$ cat src/rtl/jtdec_pkg.sv
package jtdec_pkg;

  // Decoded controls held while an instruction is in effect
  typedef struct packed {
    logic sel_bsr;
    logic pad_hiz;
    logic pad_drive;
    logic sys_rst;
  } jtdec_ctrl_t;

  localparam jtdec_ctrl_t JTDEC_CTRL_IDLE = '{sel_bsr: 1'b0, pad_hiz: 1'b0,
                                             pad_drive: 1'b0, sys_rst: 1'b0};

endpackage

$ cat src/rtl/jtdec_ir.sv
module jtdec_ir #(
  parameter int unsigned IR_W = 4,
  parameter logic [IR_W-1:0] CAPTURE_VAL = 'b1,
  localparam logic [IR_W-1:0] IDLE_CODE = '1
) (
  input  logic            clk,
  input  logic            rst,
  input  logic            st_tlr,
  input  logic            cap_en,
  input  logic            shift_en,
  input  logic            upd_en,
  input  logic            tdi,
  output logic [IR_W-1:0] shift_q,
  output logic [IR_W-1:0] active_q,
  output logic            so
);

  // Shift stage: capture pattern, then LSB-first serial shift
  always_ff @(posedge clk) begin
    if (rst) begin
      shift_q <= CAPTURE_VAL;
    end else if (cap_en) begin
      shift_q <= CAPTURE_VAL;
    end else if (shift_en) begin
      shift_q <= {tdi, shift_q[IR_W-1:1]};
    end
  end

  // Active copy: test-logic reset wins over update
  always_ff @(posedge clk) begin
    if (rst || st_tlr) begin
      active_q <= IDLE_CODE;
    end else if (upd_en) begin
      active_q <= shift_q;
    end
  end

  assign so = shift_q[0];

endmodule

$ cat src/rtl/jtdec_decode.sv
module jtdec_decode
  import jtdec_pkg::*;
#(
  parameter int unsigned IR_W = 4,
  parameter logic [IR_W-1:0] OP_EXTEST = 'd0,
  parameter logic [IR_W-1:0] OP_SAMPLE = 'd1,
  parameter logic [IR_W-1:0] OP_HIGHZ  = 'd2,
  parameter logic [IR_W-1:0] OP_CLAMP  = 'd3
) (
  input  logic            clk,
  input  logic            rst,
  input  logic            st_tlr,
  input  logic            upd_en,
  input  logic [IR_W-1:0] ir_next,
  output jtdec_ctrl_t     ctrl_q
);

  jtdec_ctrl_t ctrl_d;

  // Unlisted codes, including all-ones, fall back to bypass behaviour
  always_comb begin
    ctrl_d = JTDEC_CTRL_IDLE;
    if (ir_next == OP_EXTEST) begin
      ctrl_d.sel_bsr   = 1'b1;
      ctrl_d.pad_drive = 1'b1;
    end else if (ir_next == OP_SAMPLE) begin
      ctrl_d.sel_bsr   = 1'b1;
    end else if (ir_next == OP_HIGHZ) begin
      ctrl_d.pad_hiz   = 1'b1;
      ctrl_d.sys_rst   = 1'b1;
    end else if (ir_next == OP_CLAMP) begin
      ctrl_d.pad_drive = 1'b1;
      ctrl_d.sys_rst   = 1'b1;
    end
  end

  // Registered so pad and reset controls move only on update or reset
  always_ff @(posedge clk) begin
    if (rst || st_tlr) begin
      ctrl_q <= JTDEC_CTRL_IDLE;
    end else if (upd_en) begin
      ctrl_q <= ctrl_d;
    end
  end

endmodule

$ cat src/rtl/jtdec_bypass.sv
module jtdec_bypass (
  input  logic clk,
  input  logic rst,
  input  logic cap_en,
  input  logic shift_en,
  input  logic tdi,
  output logic q
);

  always_ff @(posedge clk) begin
    if (rst) begin
      q <= 1'b0;
    end else if (cap_en) begin
      q <= 1'b0;
    end else if (shift_en) begin
      q <= tdi;
    end
  end

endmodule

$ cat src/rtl/jtdec_ctrl.sv
module jtdec_ctrl
  import jtdec_pkg::*;
#(
  parameter int unsigned IR_W = 4,
  parameter logic [IR_W-1:0] IR_CAPTURE = 'b1,
  parameter logic [IR_W-1:0] OP_EXTEST  = 'd0,
  parameter logic [IR_W-1:0] OP_SAMPLE  = 'd1,
  parameter logic [IR_W-1:0] OP_HIGHZ   = 'd2,
  parameter logic [IR_W-1:0] OP_CLAMP   = 'd3
) (
  input  logic            clk,
  input  logic            rst,
  input  logic            st_tlr,
  input  logic            st_capture_ir,
  input  logic            st_shift_ir,
  input  logic            st_update_ir,
  input  logic            st_capture_dr,
  input  logic            st_shift_dr,
  input  logic            st_update_dr,
  input  logic            tdi,
  input  logic            bsr_so,
  output logic            tdo,
  output logic            tdo_en,
  output logic [IR_W-1:0] ir_active,
  output logic            sel_bsr,
  output logic            bsr_capture,
  output logic            bsr_shift,
  output logic            bsr_update,
  output logic            pad_hiz,
  output logic            pad_drive_bsr,
  output logic            sys_rst_req
);

  logic [IR_W-1:0] ir_shift;
  logic            ir_so;
  logic            byp_q;
  jtdec_ctrl_t     ctrl_q;

  jtdec_ir #(
    .IR_W        (IR_W),
    .CAPTURE_VAL (IR_CAPTURE)
  ) u_ir (
    .clk      (clk),
    .rst      (rst),
    .st_tlr   (st_tlr),
    .cap_en   (st_capture_ir),
    .shift_en (st_shift_ir),
    .upd_en   (st_update_ir),
    .tdi      (tdi),
    .shift_q  (ir_shift),
    .active_q (ir_active),
    .so       (ir_so)
  );

  jtdec_decode #(
    .IR_W      (IR_W),
    .OP_EXTEST (OP_EXTEST),
    .OP_SAMPLE (OP_SAMPLE),
    .OP_HIGHZ  (OP_HIGHZ),
    .OP_CLAMP  (OP_CLAMP)
  ) u_dec (
    .clk     (clk),
    .rst     (rst),
    .st_tlr  (st_tlr),
    .upd_en  (st_update_ir),
    .ir_next (ir_shift),
    .ctrl_q  (ctrl_q)
  );

  jtdec_bypass u_byp (
    .clk      (clk),
    .rst      (rst),
    .cap_en   (st_capture_dr && !ctrl_q.sel_bsr),
    .shift_en (st_shift_dr && !ctrl_q.sel_bsr),
    .tdi      (tdi),
    .q        (byp_q)
  );

  assign sel_bsr       = ctrl_q.sel_bsr;
  assign pad_hiz       = ctrl_q.pad_hiz;
  assign pad_drive_bsr = ctrl_q.pad_drive;
  assign sys_rst_req   = ctrl_q.sys_rst;

  assign bsr_capture = st_capture_dr && ctrl_q.sel_bsr;
  assign bsr_shift   = st_shift_dr   && ctrl_q.sel_bsr;
  assign bsr_update  = st_update_dr  && ctrl_q.sel_bsr;

  // Serial output source
  always_comb begin
    tdo = 1'b0;
    if (st_shift_ir) begin
      tdo = ir_so;
    end else if (st_shift_dr) begin
      tdo = ctrl_q.sel_bsr ? bsr_so : byp_q;
    end
  end

  assign tdo_en = st_shift_ir || st_shift_dr;

endmodule

$ cat config.mk
export PLATFORM = sky130hd
export DESIGN_NAME = jtdec_ctrl
export DESIGN_NICKNAME = d
export VERILOG_FILES = /design/src/rtl/jtdec_pkg.sv /design/src/rtl/jtdec_ir.sv /design/src/rtl/jtdec_decode.sv /design/src/rtl/jtdec_bypass.sv /design/src/rtl/jtdec_ctrl.sv
export SDC_FILE = /design/constraint.sdc
export NUM_CORES = 1
export LEC_CHECK = 0
export BUFFER_PORTS_ARGS = -buffer_cell sky130_fd_sc_hd__buf_2
export CORE_MARGIN = 10
export CORE_UTILIZATION = 44
export CTS_CLUSTER_DIAMETER = 100
export DETAILED_ROUTE_END_ITERATION = 12
export PLACE_DENSITY_LB_ADDON = 0.12
export SYNTH_ARGS = -nofsm -noshare
export SYNTH_HDL_FRONTEND = slang
export SYNTH_SLANG_ARGS = --single-unit
$ cat constraint.sdc
create_clock -name clk -period 1.2 [get_ports clk]
set_input_delay 0.24 -clock clk [delete_from_list [all_inputs] [get_ports clk]]
set_output_delay 0.24 -clock clk [all_outputs]
set_load 0.1 [all_outputs]
Word level (Yosys, flattened, before mapping). Index checks and enable logic that the tools add are counted.

Register bits: 13.

Equality and inequality tests: 3. Mux-type cells: 13. Reductions and logical operators: 11.

Operator list (count): 1-bit 2-to-1 mux (11); 4-bit by 2-bit == test with 1-bit output (second input constant) (2); 1-bit logical AND (5); 4-bit by 1-bit == test with 1-bit output (second input constant) (1); 4-bit zero test (1); 2-bit OR reduction (2); 3-bit 2-to-1 mux (1); 1-bit logical OR (2); 2-bit 2-to-1 mux (1); 1-bit zero test (1).

Depth between registers and ports, before layout. Gate-level depths: netlist of run 1.

Word-level depth: 5. Depth in mapped cells: 4. Mapped depth without buffers: 3.

By module. From an unflattened synthesis of run 1, not the netlist that was laid out.

Cell total of the unflattened synthesis: 60. Area, all modules: 581.8 µm².

By module, submodules not included: jtdec_ir (times used 1, cells an instance 29, area each 299.0 µm², sequential area each 160.2 µm²); jtdec_decode (times used 1, cells an instance 18, area each 173.9 µm², sequential area each 80.1 µm²); jtdec_ctrl (times used 1, cells an instance 10, area each 68.8 µm², sequential area each 0.0 µm²); jtdec_bypass (times used 1, cells an instance 3, area each 40.0 µm², sequential area each 20.0 µm²).

Least setup slack after synthesis of run 1. No wires, ideal clock.

Path kind: register to output. From: register, netlist name u_dec.ctrl_q[3]. To: output tdo. Arrival: 3.450 ns. Data required time: 0.960 ns. Slack: -2.490 ns. Stages on the path, launching flop included: 4. Path buffers: 0. Cells stage by stage: dfxtp_1 mux2_2 nand2_1 o21ai_0.

Word-level cells in the longest chain between the ends: 3.

RTL lines: 1-bit 2-to-1 mux (line jtdec_ctrl.sv:94) `tdo = ctrl_q.sel_bsr ? bsr_so : byp_q;`; 1-bit 2-to-1 mux (line jtdec_ctrl.sv:93) `end else if (st_shift_dr) begin`; 1-bit 2-to-1 mux (line jtdec_ctrl.sv:91) `if (st_shift_ir) begin`; end: declaration (line jtdec_ctrl.sv:22) `output logic tdo,`.

Every way passes these cells.

Worst setup path in the final report of run 1.
From: register, netlist name u_dec.ctrl_q[3]. To: output tdo.

Word-level cells in the longest chain between the ends: 3.

RTL lines (line): 1-bit 2-to-1 mux (jtdec_ctrl.sv:94); 1-bit 2-to-1 mux (jtdec_ctrl.sv:93); 1-bit 2-to-1 mux (jtdec_ctrl.sv:91).

Every way passes these cells.

==> results of run 1 <==
## repair_timing
| action | CTS | global route |
|---|---|---|
| setup endpoints to repair | 4 | 5 |
| gates resized for setup | 4 | 1 |
| setup buffers | 2 | 1 |
## worst reg2reg max path, cell delays in order (launching register included)
cell and delay [ns]:
sky130_fd_sc_hd__dfxtp_4 0.35, sky130_fd_sc_hd__buf_4 0.13, sky130_fd_sc_hd__buf_6 0.12, sky130_fd_sc_hd__buf_4 0.13
sky130_fd_sc_hd__and2b_1 0.15, sky130_fd_sc_hd__a21oi_1 0.11, sky130_fd_sc_hd__nor3_1 0.05
## registers in the layout, indices dropped and copies added, names as in the netlist
signal,cells
u_byp.q,1
u_ir.active_q,4
u_dec.ctrl_q,4
u_ir.shift_q,4
## routing by layer
metal	wire length, um	global-route usage	vias to the layer above
met5	0	0	-
met4	22	0.05155	0
met3	120	0.04045	2
met2	784	0.1677	20
met1	614	0.1057	231
li1	-	-	267
## final timing paths
path	depth (start not counted)	from	to	slack (ns)
max reg2reg	6	u_dec.ctrl_q[3]	u_dec.ctrl_q[3]	0.05
max	4	u_dec.ctrl_q[3]	tdo	-0.24
min reg2reg	2	u_byp.q	u_byp.q	0.50
min	2	st_tlr	u_dec.ctrl_q[1]	0.19
## power groups by stage
stage	Clock (mW)	Combinational (mW)	Sequential, mW
floorplan	0	0.122	0.517
global placement	0	0.273	0.464
detailed placement	0	0.277	0.464
CTS	0.263	0.286	0.454
global route	0.291	0.297	0.455
finish	0.261	0.285	0.453
## cell type report
type	instances	area (sq um)	area share
clock buffers	4	26.28	0.02615
inverters	1	3.754	0.003736
multi-input cells	43	331.6	0.3300
flip-flops and latches	13	272.8	0.2715
well taps	15	18.77	0.01868
repair buffers	30	351.6	0.3499
## kinds of logic (layout without fill, tap and decap cells)
group / Yosys count / after routing / synth area share
xor gates and xnor gates: 1 / 1 / 0.01493
muxes: 9 / 9 / 0.1557
and+or+nand+nor: 26 / 26 / 0.2602
buffers and inverters: 4 / 35 / 0.04264
AOI/OAI and AO/OA: 7 / 7 / 0.08316
DFF: 13 / 13 / 0.4435
## placed cells by master, fill, tap and decap left out
master                       n
sky130_fd_sc_hd__or2_2       1
sky130_fd_sc_hd__nor3b_4     1
sky130_fd_sc_hd__dfxtp_4     1
sky130_fd_sc_hd__and2_4      3
sky130_fd_sc_hd__o21ai_4     1
sky130_fd_sc_hd__nand2b_1    1
sky130_fd_sc_hd__and2b_1     2
sky130_fd_sc_hd__nand4bb_1   1
sky130_fd_sc_hd__o41ai_2     1
sky130_fd_sc_hd__buf_6       1
sky130_fd_sc_hd__nand2_1     6
sky130_fd_sc_hd__dfxtp_1     5
sky130_fd_sc_hd__nor2_1      3
sky130_fd_sc_hd__mux2i_1     8
sky130_fd_sc_hd__xnor2_1     1
sky130_fd_sc_hd__nand2_4     1
sky130_fd_sc_hd__a21boi_0    1
sky130_fd_sc_hd__clkbuf_1    1
sky130_fd_sc_hd__mux2_4      1
sky130_fd_sc_hd__inv_1       1
sky130_fd_sc_hd__nand2_2     1
sky130_fd_sc_hd__a21oi_1     3
sky130_fd_sc_hd__buf_12     12
sky130_fd_sc_hd__nand3b_1    1
sky130_fd_sc_hd__o21ai_0     1
sky130_fd_sc_hd__dfxtp_2     7
sky130_fd_sc_hd__buf_2      11
sky130_fd_sc_hd__nor3_1      5
sky130_fd_sc_hd__buf_4       6
sky130_fd_sc_hd__clkbuf_4    3
## cell usage after synthesis
cell,number
sky130_fd_sc_hd__xnor2_1,1
sky130_fd_sc_hd__nand2_1,7
sky130_fd_sc_hd__or2_2,1
sky130_fd_sc_hd__and2b_1,2
sky130_fd_sc_hd__a21oi_1,3
sky130_fd_sc_hd__inv_1,1
sky130_fd_sc_hd__and2_1,3
sky130_fd_sc_hd__nor3b_4,1
sky130_fd_sc_hd__nor2_1,3
sky130_fd_sc_hd__buf_6,1
sky130_fd_sc_hd__nand4bb_1,1
sky130_fd_sc_hd__buf_2,2
sky130_fd_sc_hd__nand2_2,1
sky130_fd_sc_hd__o41ai_2,1
sky130_fd_sc_hd__mux2i_1,8
sky130_fd_sc_hd__a21boi_0,1
sky130_fd_sc_hd__o21ai_0,2
sky130_fd_sc_hd__nor3_1,5
sky130_fd_sc_hd__nand2b_1,1
sky130_fd_sc_hd__mux2_2,1
sky130_fd_sc_hd__dfxtp_1,13
sky130_fd_sc_hd__nand3b_1,1
## per-stage QoR
stage                     worst slack, ns  area [sq um]  setup TNS, ns
after global placement            0.04619         955.9              0
after CTS                         -0.2498          1005        -0.8809
after detailed placement          0.03760         955.9              0
final                             -0.2435          1005        -0.8569
after floorplan                   -0.4104         625.6        -0.7793
after global routing              -0.2871          1005         -1.069
==> results.md, run 1 <==
| Item | This run |
|:---|:---|
| Fin. Hold Viols | 0 |
| Average instance area after synthesis | 9.780 sq um |
| Critical path's top delay family | flip-flops |
| Vias | 520 |
| Clock tree from TritonCTS | done |
| Number of detailed-route iterations in the first pass | 4 |
| Number of H-tree levels | 1 |
| Sequential area share after synthesis | 0.4435 |
| DPL Wire Length | 1289 um |
| Via density | 4.906 |
| Violations in the final reports | negative setup slack |
| Reported leakage power | 0.4475 nW |
| CTS Sinks | 13 |
| Switching power | 0.3160 mW |
| Total count of max-transition violations in the final report | 0 |
| Cell type with the largest total area after synthesis | sky130_fd_sc_hd__dfxtp_1 |
| Synth unique cells | 22 |
| Cells after Synth | 60 |
| Global-route wire length before repair | 2642 um |
| Layout Cells excl Fill | 106 |
| Number of design-rule violations left by the first detailed-router iteration | 5 |
| Slew HR | 0.6750 |
| Fraction of post-synthesis cell area in the top cell type by area | 0.4435 |
| Number of synthesized register bits | 13 |
| CP arrival | 1.20 ns |
| # placed instances | 100 |
| Number of buffers and inverters on the critical path | 1 |
| WL/cell | 14.54 um |
| Die X | 56.52 um |
| Fill cell count | 91 |
| Cells taking the most area after synthesis | sky130_fd_sc_hd__dfxtp_1 (44%), sky130_fd_sc_hd__mux2i_1 (14%), sky130_fd_sc_hd__nand2_1 (4.5%) |
| Total Die Area | 3195 sq um |
| Initial core utilization | 0.4567 |
| Power density over the cells | 994.3 nW/um^2 |
| Via count of the first global-routing pass | 568 |
| Layout cell share with drive strength beyond 1 | 0.5604 |
| Switching power as a share of total power | 0.3163 |
| Number of buffers inserted by port buffering | 23 |
| Clock slew seen by the registers of the worst setup and hold paths | 0.08 ns |
| Number of warnings reported in the yosys synthesis log | 0 |
| Later-pin clock latency in the skew report | 0.27 ns |
| Stage delay of the slowest cell on the critical path | 0.35 ns |
| Inserted Clock Buffers | 3 |
| CTS Hold Buffers Added | 0 |
| Floorplan core area | 1285 sq um |
| Maximum root-to-sink buffer count | 2 |
| Final Total Pwr | 0.9990 mW |
| Post-layout util | 0.7819 |
| Clock period minus final worst setup slack | 1.444 ns |
| Final ANT Viol Nets | 0 |
| Critical Path RT | 0.96 ns |
| Peak clock frequency supported by timing | 692.8 MHz |
| Count of antenna diodes in the layout | 0 |
| Initial antenna violation count | 0 |
| Unrepaired setup endpoints after global routing | yes |
| Setup violators final | 5 |
| Post-Synthesis Cell Area | 586.8 sq um |
| Least-Margin Pin Slew | 0.4909 ns |
| Final RePlAce weighted congestion | 0.7004 |
| Internal | 0.6831 mW |
| Count of max-cap constraint violations | 0 |
| Area grow syn2layout | 71.21% |
| Detailed Route WL | 1541 um |
| Root buffer cell | sky130_fd_sc_hd__clkbuf_4 |
| Peak fanout along the critical path | 2 |
| Kind of critical path | flop to output pin |
| Run status | finished, violations left |
| Max stage delay cell, worst path | sky130_fd_sc_hd__dfxtp_4 |
| Maximum number of pins on one net before global-route repair | 10 |
| Startpoint type of the worst setup path | flop |
| Net Count, Synth | 71 |
| Height of the die | 56.52 um |
| Hold WS | 0.1860 ns |
| Setup clock skew after layout | 0.007978 ns |
| Remaining design rule violation count | 0 |
| Crit path cell chain | mux2_4 > nand2_4 > o21ai_4 > buf_12 |
| Path category of the worst min-delay check | input pin to flop |
| Type of destination of the critical path | output pin |
| Fraction of power consumed by combinational cells | 0.285 |
| Row Count | 13 |
| Fraction of power consumed by sequential logic | 0.454 |
| Max rail drop VDD | 0.001010 V |
| Overflow left after global routing | 0 |
| Minimum setup slack in the final design | -0.2435 ns |
| Io pins | 24 |
| Global Route Usage Sum | 0.1007 |
| Post-layout nets | 103 |
| Clock group share of total power | 0.261 |
| Share of the clock period used by the worst path after layout | 1.203 |
No activity file was read; power rests on OpenSTA's default activity.
==> run 2, diff against run 1 <==
Settings changed: CORE_AREA set to 10 10 47 49, CORE_MARGIN 10 to unset, CORE_UTILIZATION 44 to unset, CTS_BUF_LIST set to sky130_fd_sc_hd__clkbuf_4 sky130_fd_sc_hd__clkbuf_8, DIE_AREA set to 0 0 57 59.
==> results.md, run 2 (synthesis results as in run 1) <==
| Item | This run | vs previous |
|:---|:---|:---|
| Io pins | 24 | unchanged |
| Switching power as a share of total power | 0.3098 | was 0.3163 |
| Fin. Hold Viols | 0 | unchanged |
| Unrepaired setup endpoints after global routing | yes | unchanged |
| Max rail drop VDD | 0.0006589 V | was 0.001010 V |
| Clock period minus final worst setup slack | 1.463 ns | was 1.444 ns |
| Number of H-tree levels | 1 | unchanged |
| Global Route Usage Sum | 0.09352 | was 0.1007 |
| Die X | 57 um | was 56.52 um |
| Violations in the final reports | negative setup slack | unchanged |
| Share of the clock period used by the worst path after layout | 1.219 | was 1.203 |
| Layout Cells excl Fill | 109 | was 106 |
| # placed instances | 102 | was 100 |
| Total Die Area | 3363 sq um | was 3195 sq um |
| Remaining design rule violation count | 0 | unchanged |
| Reported leakage power | 0.4625 nW | was 0.4475 nW |
| Setup clock skew after layout | 0.0006839 ns | was 0.007978 ns |
| Total count of max-transition violations in the final report | 0 | unchanged |
| Height of the die | 59 um | was 56.52 um |
| Peak clock frequency supported by timing | 683.4 MHz | was 692.8 MHz |
| Max stage delay cell, worst path | sky130_fd_sc_hd__dfxtp_4 | unchanged |
| Final ANT Viol Nets | 0 | unchanged |
| Critical path's top delay family | flip-flops | unchanged |
| Minimum setup slack in the final design | -0.2633 ns | was -0.2435 ns |
| Global-route wire length before repair | 2504 um | was 2642 um |
| Switching power | 0.3194 mW | was 0.3160 mW |
| Area grow syn2layout | 75.91% | was 71.21% |
| Overflow left after global routing | 0 | unchanged |
| Slew HR | 0.6774 | was 0.6750 |
| WL/cell | 14.08 um | was 14.54 um |
| Setup violators final | 5 | unchanged |
| Root buffer cell | sky130_fd_sc_hd__clkbuf_4 | unchanged |
| Number of design-rule violations left by the first detailed-router iteration | 1 | was 5 |
| Number of buffers and inverters on the critical path | 1 | unchanged |
| Hold WS | 0.1745 ns | was 0.1860 ns |
| Via count of the first global-routing pass | 568 | unchanged |
| Count of antenna diodes in the layout | 0 | unchanged |
| Internal | 0.7116 mW | was 0.6831 mW |
| Stage delay of the slowest cell on the critical path | 0.36 ns | was 0.35 ns |
| Peak fanout along the critical path | 2 | unchanged |
| Row Count | 14 | was 13 |
| Later-pin clock latency in the skew report | 0.27 ns | about the same |
| Critical Path RT | 0.96 ns | about the same |
| Kind of critical path | flop to output pin | unchanged |
| Layout cell share with drive strength beyond 1 | 0.5914 | was 0.5604 |
| Top Registers | u_dec.ctrl_q: 4 flops, u_ir.active_q: 4 flops, u_ir.shift_q: 4 flops | unchanged |
| Number of detailed-route iterations in the first pass | 2 | was 4 |
| Fraction of power consumed by combinational cells | 0.282 | was 0.285 |
| Power density over the cells | 998.8 nW/um^2 | was 994.3 nW/um^2 |
| Commonest cells after routing, fill and taps aside | sky130_fd_sc_hd__buf_12 (12), sky130_fd_sc_hd__buf_2 (11), sky130_fd_sc_hd__mux2i_1 (8) | unchanged |
| Type of destination of the critical path | output pin | unchanged |
| Via density | 4.899 | was 4.906 |
| Number of buffers inserted by port buffering | 23 | unchanged |
| Maximum root-to-sink buffer count | 2 | unchanged |
| Path category of the worst min-delay check | input pin to flop | unchanged |
| Final RePlAce weighted congestion | 0.7827 | was 0.7004 |
| Clock slew seen by the registers of the worst setup and hold paths | 0.07 ns | was 0.08 ns |
| Floorplan core area | 1401 sq um | was 1285 sq um |
| Post-layout util | 0.7366 | was 0.7819 |
| Crit path cell chain | mux2_4 > nand2_4 > o21ai_4 > buf_12 | unchanged |
| Initial antenna violation count | 0 | unchanged |
| Clock tree from TritonCTS | done | unchanged |
| Count of max-cap constraint violations | 0 | unchanged |
| Initial core utilization | 0.4188 | was 0.4567 |
| Clock group share of total power | 0.277 | was 0.261 |
| Maximum number of pins on one net before global-route repair | 10 | unchanged |
| CTS Sinks | 13 | unchanged |
| Run status | finished, violations left | unchanged |
| Least-Margin Pin Slew | 0.4872 ns | was 0.4909 ns |
| CP arrival | 1.22 ns | was 1.20 ns |
| Inserted Clock Buffers | 3 | unchanged |
| DPL Wire Length | 1176 um | was 1289 um |
| Vias | 534 | was 520 |
| Leading cell type in the layout, fill and taps excluded | sky130_fd_sc_hd__buf_12 | unchanged |
| Fraction of power consumed by sequential logic | 0.440 | was 0.454 |
| Startpoint type of the worst setup path | flop | unchanged |
| Post-layout nets | 105 | was 103 |
| Detailed Route WL | 1535 um | was 1541 um |
[run 2: routing by layer]
metal	global-route usage	share of wire	routed length [um]	up-vias
li1	-	-	-	273
met1	0.08464	0.37	568	237
met2	0.1597	0.51	779	18
met3	0.04292	0.091	139	6
met4	0.07383	0.030	46	0
met5	0	0	0	-
[run 2: area by class of cell]
| class | count | area (sq um) |
|---|---|---|
| timing repair buffer | 32 | 370.4 |
| fill | 102 | 369.1 |
| multi-input combinational | 43 | 335.3 |
| sequential | 13 | 272.8 |
| clock buffer | 4 | 30.03 |
| tap | 16 | 20.02 |
| inverter | 1 | 3.754 |
[run 2: repair_timing]
| action | CTS | global route |
|---|---|---|
| endpoints found under the setup margin | 4 | 6 |
| setup buffers | 3 | 1 |
| hold buffers | 0 | 0 |
| pin swaps | 1 | 0 |
| gates resized for setup | 5 | 2 |
[run 2: through the flow]
stage | setup slack (ns) | setup TNS, ns | instance area (sq um) | power, mW
CTS | -0.2653 | -1.075 | 1028 | 1.038
global route | -0.3041 | -1.390 | 1032 | 1.091
floorplan | -0.4104 | -0.7793 | 625.6 | 0.6383
finish | -0.2633 | -1.099 | 1032 | 1.031
global placement | 0.04372 | 0 | 964.7 | 0.7394
detailed placement | 0.01985 | 0 | 964.7 | 0.7431
[run 2: power by group through the flow]
stage                     clock network, mW  logic, mW  registers [mW]
after floorplan                           0      0.122           0.517
after global placement                    0      0.276           0.463
after detailed placement                  0      0.279           0.464
after CTS                             0.293      0.291           0.454
after global routing                  0.330      0.305           0.455
final                                 0.286      0.291           0.454
[run 2: final timing paths]
check	depth (start not counted)	end	slack, ns	from
worst min register to register	2	u_ir.active_q[2]	0.50	u_ir.active_q[2]
worst max register to register	6	u_dec.ctrl_q[3]	0.03	u_dec.ctrl_q[3]
worst max-delay path	4	tdo	-0.26	u_dec.ctrl_q[3]
worst min-delay path	2	u_ir.shift_q[3]	0.17	st_capture_ir
